--- config.mk ---
export PLATFORM = sky130hd
export DESIGN_NAME = spd_ramp_limiter
export DESIGN_NICKNAME = d
export VERILOG_FILES = /design/src/rtl/spd_ramp_pkg.sv /design/src/rtl/spd_ramp_tick.sv /design/src/rtl/spd_ramp_setpt.sv /design/src/rtl/spd_ramp_core.sv /design/src/rtl/spd_ramp_limiter.sv
export SDC_FILE = /design/constraint.sdc
export NUM_CORES = 1
export LEC_CHECK = 0
export ABC_CLOCK_PERIOD_IN_PS = 4500
export BUFFER_PORTS_ARGS = -buffer_cell sky130_fd_sc_hd__clkbuf_2
export CAP_MARGIN = 40
export CELL_PAD_IN_SITES_DETAIL_PLACEMENT = 0
export CELL_PAD_IN_SITES_GLOBAL_PLACEMENT = 1
export CORE_ASPECT_RATIO = 0.9
export CORE_MARGIN = 2
export CORE_UTILIZATION = 40
export DETAILED_ROUTE_END_ITERATION = 16
export PLACE_DENSITY_LB_ADDON = 0.1
export SETUP_SLACK_MARGIN = 0.02
export SLEW_MARGIN = 10
export SYNTH_ARGS = -nofsm -noshare
export SYNTH_HDL_FRONTEND = slang
export SYNTH_HIERARCHICAL = 1
export SYNTH_SLANG_ARGS = --single-unit
--- constraint.sdc ---
create_clock -name clk -period 4.5 [get_ports clk]
set_clock_uncertainty 0.2 [all_clocks]
set_input_delay 0.225 -clock clk [delete_from_list [all_inputs] [get_ports clk]]
set_output_delay 0.225 -clock clk [all_outputs]
set_load 0.02 [all_outputs]
--- src/rtl/spd_ramp_pkg.sv ---
// Shared types for the speed reference ramp limiter.
package spd_ramp_pkg;
    // Direction the accumulator takes on the next tick.
    typedef enum logic [1:0] {
        RAMP_HOLD = 2'd0,
        RAMP_UP   = 2'd1,
        RAMP_DOWN = 2'd2
    } ramp_dir_e;
endpackage

--- src/rtl/spd_ramp_tick.sv ---
// Prescaler: emits a one-cycle tick every (div + 1) clock cycles.
// Assumes div may change at any time; a count past a new smaller div wraps at once.
module spd_ramp_tick #(
    parameter int PRE_W = 20
) (
    input  logic             clk,
    input  logic             rst_n,
    input  logic [PRE_W-1:0] div,
    output logic             tick
);
    logic [PRE_W-1:0] cnt;

    // Count cycles and flag the wrap as a registered tick.
    always_ff @(posedge clk) begin
        if (!rst_n) begin
            cnt  <= '0;
            tick <= 1'b0;
        end else if (cnt >= div) begin
            cnt  <= '0;
            tick <= 1'b1;
        end else begin
            cnt  <= cnt + 1'b1;
            tick <= 1'b0;
        end
    end
endmodule

--- src/rtl/spd_ramp_setpt.sv ---
// Setpoint conditioner: holds the start latch and forms the effective setpoint,
// zero while stopped and never below FLOOR while running.
// Assumes start and stop requests are synchronous pulses; stop dominates.
module spd_ramp_setpt #(
    parameter int W     = 12,
    parameter int FLOOR = 4
) (
    input  logic         clk,
    input  logic         rst_n,
    input  logic         start_req,
    input  logic         stop_req,
    input  logic [W-1:0] setpoint,
    output logic         run_q,
    output logic [W-1:0] eff_sp
);
    localparam logic [W-1:0] FLOOR_CODE = W'(FLOOR);

    // Start latch with dominant stop.
    always_ff @(posedge clk) begin
        if (!rst_n)         run_q <= 1'b0;
        else if (stop_req)  run_q <= 1'b0;
        else if (start_req) run_q <= 1'b1;
    end

    // Effective setpoint: zero when stopped, floor-clamped when running.
    always_comb begin
        if (!run_q)                    eff_sp = '0;
        else if (setpoint < FLOOR_CODE) eff_sp = FLOOR_CODE;
        else                           eff_sp = setpoint;
    end
endmodule

--- src/rtl/spd_ramp_core.sv ---
// Ramp accumulator: on each tick moves a fixed-point value toward the target by
// the up or down step and lands exactly on the target.
// Assumes RATE_W <= W + FRAC.
module spd_ramp_core
    import spd_ramp_pkg::*;
#(
    parameter int W      = 12,
    parameter int FRAC   = 8,
    parameter int RATE_W = 12
) (
    input  logic              clk,
    input  logic              rst_n,
    input  logic              tick,
    input  logic [W-1:0]      tgt,
    input  logic [RATE_W-1:0] up_step,
    input  logic [RATE_W-1:0] dn_step,
    output logic [W-1:0]      ref_int,
    output logic              frac_zero
);
    localparam int ACC_W = W + FRAC;
    localparam int SUM_W = ACC_W + 1;

    logic [ACC_W-1:0] acc, acc_nx, tgt_full;
    logic [SUM_W-1:0] up_sum, dn_diff;
    ramp_dir_e        dir;

    assign tgt_full = {tgt, {FRAC{1'b0}}};
    assign up_sum   = {1'b0, acc} + SUM_W'(up_step);
    assign dn_diff  = {1'b0, acc} - SUM_W'(dn_step);

    // Direction from the full-precision comparison only.
    always_comb begin
        if (acc < tgt_full)      dir = RAMP_UP;
        else if (acc > tgt_full) dir = RAMP_DOWN;
        else                     dir = RAMP_HOLD;
    end

    // Next value with saturation on the target.
    always_comb begin
        acc_nx = acc;
        case (dir)
            RAMP_UP:   acc_nx = (up_sum >= {1'b0, tgt_full}) ? tgt_full : up_sum[ACC_W-1:0];
            RAMP_DOWN: acc_nx = (dn_diff[ACC_W] || dn_diff[ACC_W-1:0] <= tgt_full)
                                ? tgt_full : dn_diff[ACC_W-1:0];
            default:   acc_nx = acc;
        endcase
    end

    // Accumulator register, advanced only on a tick.
    always_ff @(posedge clk) begin
        if (!rst_n)    acc <= '0;
        else if (tick) acc <= acc_nx;
    end

    assign ref_int   = acc[ACC_W-1:FRAC];
    assign frac_zero = (acc[FRAC-1:0] == '0);
endmodule

--- src/rtl/spd_ramp_limiter.sv ---
// Speed reference ramp limiter top: conditions the setpoint, applies the
// current-limit override and drives the rate-limited accumulator.
// Assumes all inputs are synchronous to clk.
module spd_ramp_limiter #(
    parameter int W      = 12,
    parameter int FRAC   = 8,
    parameter int RATE_W = 12,
    parameter int PRE_W  = 20,
    parameter int FLOOR  = 4
) (
    input  logic              clk,
    input  logic              rst_n,
    input  logic [W-1:0]      setpoint,
    input  logic              start_req,
    input  logic              stop_req,
    input  logic [RATE_W-1:0] accel_step,
    input  logic [RATE_W-1:0] decel_step,
    input  logic [PRE_W-1:0]  tick_div,
    input  logic              ilim_req,
    output logic [W-1:0]      ref_out,
    output logic              at_target
);
    logic         tick_w, run_latched, frac_zero_w;
    logic [W-1:0] eff_sp_w, tgt_w;

    spd_ramp_tick #(.PRE_W(PRE_W)) u_tick (
        .clk(clk), .rst_n(rst_n), .div(tick_div), .tick(tick_w)
    );

    spd_ramp_setpt #(.W(W), .FLOOR(FLOOR)) u_setpt (
        .clk(clk), .rst_n(rst_n), .start_req(start_req), .stop_req(stop_req),
        .setpoint(setpoint), .run_q(run_latched), .eff_sp(eff_sp_w)
    );

    // Current limit overrides the target with zero.
    assign tgt_w = ilim_req ? '0 : eff_sp_w;

    spd_ramp_core #(.W(W), .FRAC(FRAC), .RATE_W(RATE_W)) u_core (
        .clk(clk), .rst_n(rst_n), .tick(tick_w), .tgt(tgt_w),
        .up_step(accel_step), .dn_step(decel_step),
        .ref_int(ref_out), .frac_zero(frac_zero_w)
    );

    // On-target flag against the effective setpoint.
    assign at_target = frac_zero_w && (ref_out == eff_sp_w);
endmodule

**Word-level counts from Yosys, hierarchy flattened**

Index checks and enable logic that the tools add are counted.

- Bitwise operators: 1
- Magnitude comparators: 6
- Equal/unequal tests: 3
- Multiplexer cells: 9
- Add/subtract/negate cells: 3
- Reduce and logical (&&, ||, !) cells: 7

Operator list:

| operator | count |
|---|---|
| 20-bit 2-to-1 mux | 2 |
| 20-bit case mux with 2 select lines | 1 |
| 12-bit 2-to-1 mux | 3 |
| 20-bit by 12-bit adder with 21-bit output | 1 |
| 21-bit by 20-bit >= comparator with 1-bit output | 1 |
| 20-bit by 12-bit subtractor with 21-bit output | 1 |
| 20-bit by 1-bit adder with 20-bit output, second input constant | 1 |
| 20-bit >= comparator | 1 |
| 20-bit > comparator | 1 |
| 20-bit less-or-equal comparator | 1 |
| 20-bit less-than comparator | 1 |
| 12-bit == test | 1 |
| 12-bit by 3-bit less-than comparator with 1-bit output, second input constant | 1 |
| 8-bit zero test | 1 |
| 2-bit 2-to-1 mux | 2 |
| 2-bit OR reduction | 2 |
| 2-bit by 1-bit == test with 1-bit output, second input constant | 1 |
| 2-bit == test, second input constant | 1 |
| 2-bit AND reduction | 1 |
| 2-bit nonzero test | 1 |
| 1-bit logical AND | 1 |
| 1-bit logical OR | 1 |
| 1-bit 2-to-1 mux | 1 |
| 1-bit NOT | 1 |

- Register bits after elaboration: 42
- Input port bits: 61

**Depth between registers and ports, before layout**

Gate-level depths: netlist of the first run.

- Depth in word-level cells: 10
- Gate-level depth with buffers: 21
- Gate-level depth less buffers: 19

**By module**

Netlist of the first run, hierarchy kept.

By module, submodules not included:

| module | area an instance (µm²) | seq. area each (µm²) | cells an instance | times used |
|---|---|---|---|---|
| spd_ramp_core | 3613.5 | 400.4 | 463 | 1 |
| spd_ramp_tick | 1406.3 | 420.4 | 166 | 1 |
| spd_ramp_limiter | 221.5 | 0.0 | 30 | 1 |
| spd_ramp_setpt | 165.2 | 20.0 | 22 | 1 |

**Worst setup path after synthesis of the first run**

Ideal clock, no wire load.

- Path kind: register -> register
- Start: register u_core.acc[0]
- End: register u_core.acc[14]
- Library setup time: 0.137 ns
- Buffers on the path: 2
- Clock period less this slack: 4.819 ns
- Required time: 4.163 ns
- Path slack: -0.319 ns
- Stages on the path, launching flop included: 22
- Data arrival time: 4.483 ns
- Cell sequence: dfxtp_1 > inv_1 > ha_1 > inv_1 > fa_1 > a21o_1 > a221oi_1 > o221ai_1 > nand3_1 > o311ai_0 > xnor2_1 > ha_1 > nand4_1 > nor4_1 > nand2_1 > or3_1 > or4_1 > and2_1 > buf_2 > buf_2 > a21oi_1 > o221ai_1

- Longest elaborated chain between the ends: 6
- Elaborated cells between the ends (all ways): 16

RTL lines:

| what | line | RTL |
|---|---|---|
| start: declaration | spd_ramp_core.sv:23 | `logic [ACC_W-1:0] acc, acc_nx, tgt_full;` |
| start signal: assignment | spd_ramp_core.sv:52 | `else if (tick) acc <= acc_nx;` |
| branches (longest 6 deep; another with 20-bit by 12-bit subtractor with 21-bit output) | n/a |  |

Parallel ways; which one is timed is not known.
A chain may end at the register's enable or synchronous reset.

**Worst setup path in the final report of the first run**

- Start: register u_core.acc[6]
- End: register u_core.acc[13]

The elaborated chain is that of the path after synthesis.

==> results_dict.tcl, run 1 <==
set metrics [dict create \
    run_status "complete, but fails checks" \
    violations "setup timing" \
    cts_buffers 5 \
    end_kind "register" \
    hpwl_mm 13.8 \
    drive_above_1_share 0.325 \
    min_path_type "input port to register" \
    grt_setup_unrepaired "yes" \
    wire_per_inst_um 17.3 \
    path_max_fanout 7 \
    antenna_found_initial 0 \
    syn_inst 681 \
    synthFlopType "dfxtp_1" \
    fin_util 0.544 \
    drtPass1Iterations 5 \
    core_sq_um 13300 \
    seq_area_frac_synth 0.156 \
    die_h_um 114 \
    met2_usage 0.379 \
    die_area_sq_um 14500 \
    cpMostUsedCell "ha_1" \
    setup_ws_ns -0.283 \
    cp_slowest_cell "or4_4" \
    clock.fmax_ghz 0.209 \
    critPathLaunchType "register" \
    diodes 0 \
    final_cell_mix "93 x buf_4, 76 x ha_1, 73 x clkbuf_2" \
    cp.required_ns 4.50 \
    cap_violations 0 \
    tightest_slew_ns 0.895 \
    routed_wl_mm 17.3 \
    synth_warnings 6 \
    cts_root_buf "clkbuf_16" \
    ys_ff_latch 42 \
    grt-ovfl-total 0 \
    whs_ns 0.300 \
    power_mw 1.14 \
    num_rows 40 \
    routed_via_density 5.57 \
    port_buffers 73 \
    slew_headroom 0.399 \
    arrival_ns 4.78 \
    power_density_nw_per_um2 157 \
    num_vias 5574 \
    synthArstFlopShare 0 \
    post-route-period-util 1.06 \
    grt_max_degree 21 \
    syn-num-nets 825 \
    p_leak_nw 3.33 \
    io_pins 74 \
    setup_viol 19 \
    top_usage_layer "met2" \
    slowest_delay_ns 0.43 \
    gp_congestion 0.933 \
    drtAntennaViolNets 0 \
    initial_core_util 0.408 \
    syn_area_sq_um 5410 \
    ir_drop_mv 0.178 \
    area_delta_synth_final_pct 33.5 \
    cts.sink_count 42 \
    drtIter0Drc 282 \
    grtUsageTotal 0.235 \
    layout_commonest_cell "buf_4" \
    synth.distinct_cells 79 \
    cts_tree "yes" \
    hold_viol 0 \
    clk_path_buf_depth 2 \
    use_met3 0.0294 \
    finalCriticalPeriod_ns 4.78 \
    htree_num_levels 2 \
    drc 0 \
    crit_path_cell_trace "ha_1 -> a211o_1 -> a21oi_2 -> o21ai_1 -> o31a_1 -> or3_4 -> xnor2_2 -> ha_1 -> nand4_1 -> nor4_2 -> nand2_1 -> or3_1 -> or4_4 -> and2_4 -> buf_12 -> mux2i_1 -> a221oi_2" \
    grt_pass1_vias 5342 \
    clk_latency_ns 0.29 \
    grt_use_met1 0.332 \
    fp.dieW_um 127 \
    report.final.slew_viol_count 0 \
    clk_pin_slew_ns 0.07 \
    grt_first_pass_wirelength_mm 27.2 \
    crit_type "register to register" \
    layout.nets 975 \
    synth_edf_count 0 \
    fillers 1261 \
    synth_area_per_cell_sq_um 7.94 \
]
[cell type report]
class / count / area, sq um / area share
Sequential cell: 42 / 843 / 0.117
Timing Repair Buffer: 177 / 1230 / 0.170
Clock buffer: 5 / 125 / 0.0173
Tap cell: 168 / 210 / 0.0291
Clock inverter: 3 / 68.8 / 0.00953
Inverter: 62 / 233 / 0.0322
Multi-Input combinational cell: 543 / 4510 / 0.625
[critical path, delay by kind of cell, from the launching register on]
family / cells / cell delay, ns
and+or+nand+nor: 7 / 1.95
AOI/OAI and AO/OA: 5 / 1.18
adders and majority gates: 2 / 0.60
DFF: 1 / 0.33
xor gates and xnor gates: 1 / 0.15
buffers and inverters: 1 / 0.14
muxes: 1 / 0.14
[layer usage]
layer  wire (um)  vias to the layer above
li1            -                     2770
met1        8280                     2622
met2        7820                      150
met3         829                       32
met4         352                        0
met5           0                        -
[stage by stage]
stage	instances	TNS (ns)	instance area (sq um)	setup WS [ns]
after floorplan	681	0	5440	0.0245
after global placement	972	-3.85	6450	-0.255
after detailed placement	972	-6.20	6450	-0.407
after CTS	987	-3.98	6880	-0.270
after global routing	1000	-7.08	7220	-0.430
final	1000	-3.62	7220	-0.283
[cell families (layout without fill, tap and decap cells)]
group | count (synthesis) | count (layout) | share of synthesized area
mux | 16 | 16 | 0.0310
simple gates | 205 | 205 | 0.219
fa+ha+maj | 83 | 83 | 0.195
xor+xnor | 64 | 64 | 0.105
flops | 42 | 42 | 0.156
compound gates | 175 | 175 | 0.214
buf+inv | 96 | 247 | 0.0805
[registers in the layout, indices dropped and copies added, names as in the netlist]
signal	cells
u_core/acc	20
u_setpt/run_q	1
u_tick/cnt	20
u_tick/tick	1
[cells in the mapped netlist, types with 15 or more instances]
library cell | n | area, sq um
ha_1 | 81 | 1010
inv_1 | 62 | 233
a21oi_1 | 59 | 295
dfxtp_1 | 42 | 841
xnor2_1 | 39 | 342
nor2_1 | 36 | 135
nand2_1 | 33 | 124
o21ai_0 | 29 | 145
nand3_1 | 25 | 125
xor2_1 | 24 | 210
nand4_1 | 19 | 119
nor2b_1 | 15 | 93.8
[timing repair]
action | in CTS | in global routing
setup endpoints to repair | 20 | 20
setup buffers | 3 | 13
hold buffers | 2 | 0
gates cloned | 2 | 0
pin swaps | 29 | 42
endpoints found under the hold margin | 1 | 0
gates resized for setup | 35 | 41
[power breakdown]
group,switching [mW],internal (mW),leakage [nW]
registers,0.00468,0.374,0.340
logic,0.139,0.124,2.90
clock network,0.174,0.320,0.0940
total,0.318,0.818,3.33
[path summary, 6_finish.rpt]
check	start	to	slack, ns	depth (start not counted)
setup / recovery	u_core/acc[6]	u_core/acc[13]	-0.28	17
hold / removal	rst_n	u_core/acc[4]	0.30	3
setup reg to reg	u_core/acc[6]	u_core/acc[13]	-0.28	17
hold reg to reg	u_tick/cnt[0]	u_tick/cnt[0]	0.30	1
No activity file was read; power rests on OpenSTA's default activity.
==> run 2, diff against run 1 <==
ABC_AREA = 1   (was unset)
CORE_UTILIZATION = 38   (was 40)
==> run 2 against run 1 <==
  * The run ends with hold timing left
  * Routed wire length up 12%
  * Count of clock-buffer cells in the layout unchanged
  * Sequential power about the same
  * Via count up 16%
  * Register-to-register slack better by 0.70 ns
  * Total power down 7.5%
  * Setup slack better by 0.70 ns
  * Combinational power about the same
  * Sequential cell count unchanged
  * Critical path type unchanged
==> results_dict.tcl, run 2 <==
set metrics [dict create \
    run_status "complete, but fails checks" \
    violations "hold timing" \
    synth_area_per_cell_sq_um 5.89 \
    tightest_slew_ns 0.468 \
    ys_ff_latch 42 \
    p_sw_mw 0.367 \
    pwr-share-seq 0.361 \
    cts_tree "yes" \
    netlist_top_cells_count "279 x nand2_1, 205 x inv_1, 134 x nor2_1" \
    routed_via_density 4.80 \
    drive_above_1_share 0.130 \
    critPathLaunchType "register" \
    synth_warnings 6 \
    io_pins 74 \
    synthArstFlopShare 0 \
    syn_inst 1072 \
    cp.required_ns 4.51 \
    crit_type "register to register" \
    synth_most_common_cell "nand2_1" \
    report.final.slew_viol_count 0 \
    path_max_fanout 11 \
    arrival_ns 4.09 \
    power_density_nw_per_um2 148 \
    synth.distinct_cells 48 \
    end_kind "register" \
    fp.dieW_um 140 \
    grtUsageTotal 0.221 \
    grt-ovfl-total 0 \
    whs_ns -0.000399 \
    layout.nets 1285 \
    clk_path_buf_depth 2 \
    clk_pin_slew_ns 0.08 \
    antenna_found_initial 0 \
    multiInputGateArea_sq_um 4480 \
    hold_viol 1 \
    synthFlopType "dfxtp_1" \
    htree_num_levels 2 \
    setup_tns_ns 0 \
    final_cell_mix "279 x nand2_1, 205 x inv_1, 134 x nor2_1" \
    slew_headroom 0.687 \
    drtPass1Iterations 5 \
    port_buffers 73 \
    drtAntennaViolNets 0 \
    p_leak_nw 4.03 \
    cts_root_buf "clkbuf_16" \
    synthTopCellsByArea "nand2_1 17%, ha_1 16%, dfxtp_1 13%, inv_1 12%, nor2_1 8.0%" \
    drc 0 \
    clk_latency_ns 0.31 \
    swShare 0.350 \
    area_delta_synth_final_pct 12.2 \
    hpwl_mm 16.1 \
    post-route-period-util 0.906 \
    clock.fmax_ghz 0.245 \
    routed_wl_mm 19.4 \
    setup_viol 0 \
    gp_congestion 0.853 \
    grt_first_pass_wirelength_mm 31.3 \
    register_area_sq_um 841 \
    power_frac_comb 0.249 \
    synth_top_area_frac 0.166 \
    initial_core_util 0.390 \
    layout_commonest_cell "nand2_1" \
    synth_edf_count 0 \
    fin_cells 1349 \
    cap_violations 0 \
    syn_area_sq_um 6310 \
    min_path_type "input port to register" \
    dp.cells 1335 \
    seq_area_frac_synth 0.133 \
    syn-num-nets 1216 \
    dp_slack_ns 0.253 \
    setup_ws_ns 0.421 \
    cts.sink_count 42 \
    p_clk_frac 0.390 \
    finalCriticalPeriod_ns 4.08 \
    ir_drop_mv 0.133 \
    cell_internal_pwr_mw 0.683 \
    power_mw 1.05 \
    drtIter0Drc 367 \
    grt_pass1_vias 5993 \
    wire_per_inst_um 14.4 \
    cts_buffers 5 \
    grt_max_degree 30 \
    fillers 1828 \
    num_vias 6474 \
    grt_setup_unrepaired "yes" \
    num_rows 44 \
    die_area_sq_um 17700 \
    reg_top3 "u_core/acc x20, u_tick/cnt x20" \
    yosys.area.top_type "nand2_1" \
    die_h_um 126 \
    diodes 0 \
    core_sq_um 16200 \
]
[run 2: cell types whose count changed after synthesis, sizes merged, moves of 14 or more]
cell / delta
xnor2: -23
nand3: +72
inv: +148
nand2: +255
nor2: +108
o21ai: -14
nor2b: -15
[run 2: timing repair]
| action | in CTS | in global routing |
|---|---|---|
| hold buffers | 2 | 0 |
| resized for setup | 0 | 2 |
| setup endpoints to repair | 0 | 20 |
| hold endpoints to repair | 1 | 0 |
| setup buffers | 0 | 4 |
[run 2: routing by layer]
metal	GRT usage	wire, um	vias up
li1	-	-	3475
met1	0.332	10100	2849
met2	0.341	8280	137
met3	0.0268	914	13
met4	0.0394	188	0
met5	0	0	-
[run 2: critical path, cell delays in order (launching register included)]
cell     delay [ns]
dfxtp_1        0.31
inv_1          0.11
ha_1           0.16
inv_1          0.06
fa_1           0.41
nand3_1        0.12
nand2_2        0.08
nand2_1        0.06
nand2_1        0.08
nand2_1        0.07
nand2_1        0.09
nand2_1        0.16
nand3_1        0.09
nand2_1        0.12
inv_1          0.05
ha_1           0.26
nand2_1        0.06
nor2_1         0.16
nand4_1        0.18
a21oi_1        0.19
nor3_1         0.09
a21oi_4        0.23
buf_4          0.24
nand3_1        0.09
nand3_1        0.10
nand3_1        0.09
nand2_1        0.08
inv_1          0.04
[run 2: power by group through the flow]
stage	clock network, mW	registers, mW	logic (mW)
floorplan	0	0.386	0.180
global route	0.436	0.380	0.299
CTS	0.421	0.380	0.261
global placement	0	0.389	0.255
detailed placement	0	0.388	0.258
finish	0.409	0.379	0.261
[run 2: final timing paths]
| kind | start | endpoint | slack [ns] | cells after the start |
|---|---|---|---|---|
| hold reg to reg | u_tick/cnt[0] | u_tick/cnt[0] | 0.31 | 1 |
| setup / recovery | u_core/acc[0] | u_core/acc[15] | 0.42 | 27 |
| hold / removal | rst_n | u_tick/tick | -0.0004 | 3 |
| setup reg to reg | u_core/acc[0] | u_core/acc[15] | 0.42 | 27 |
[run 2: kinds of logic after synthesis]
| group | count (synthesis) | share of synthesized area |
|---|---|---|
| AND/OR/NAND/NOR | 575 | 0.401 |
| flip-flops | 42 | 0.133 |
| AO/OA/AOI/OAI | 86 | 0.0793 |
| XOR/XNOR | 42 | 0.0594 |
| buffers and inverters | 244 | 0.161 |
| adder cells (fa/ha/maj) | 83 | 0.167 |
[run 2: final cells by class]
class	instances	area share
multi-input combinational	786	0.632
timing repair buffer	95	0.0795
tap	207	0.0366
clock buffer	5	0.0177
clock inverter	3	0.00406
sequential	42	0.119
inverter	211	0.112
[run 2: per-stage QoR]
stage	area [sq um]	utilization
2_1_floorplan	6310	-
3_3_place_gp	6820	0.421
3_5_place_dp	6860	0.424
4_1_cts	7040	0.435
5_1_grt	7080	0.438
6_report	7080	0.438
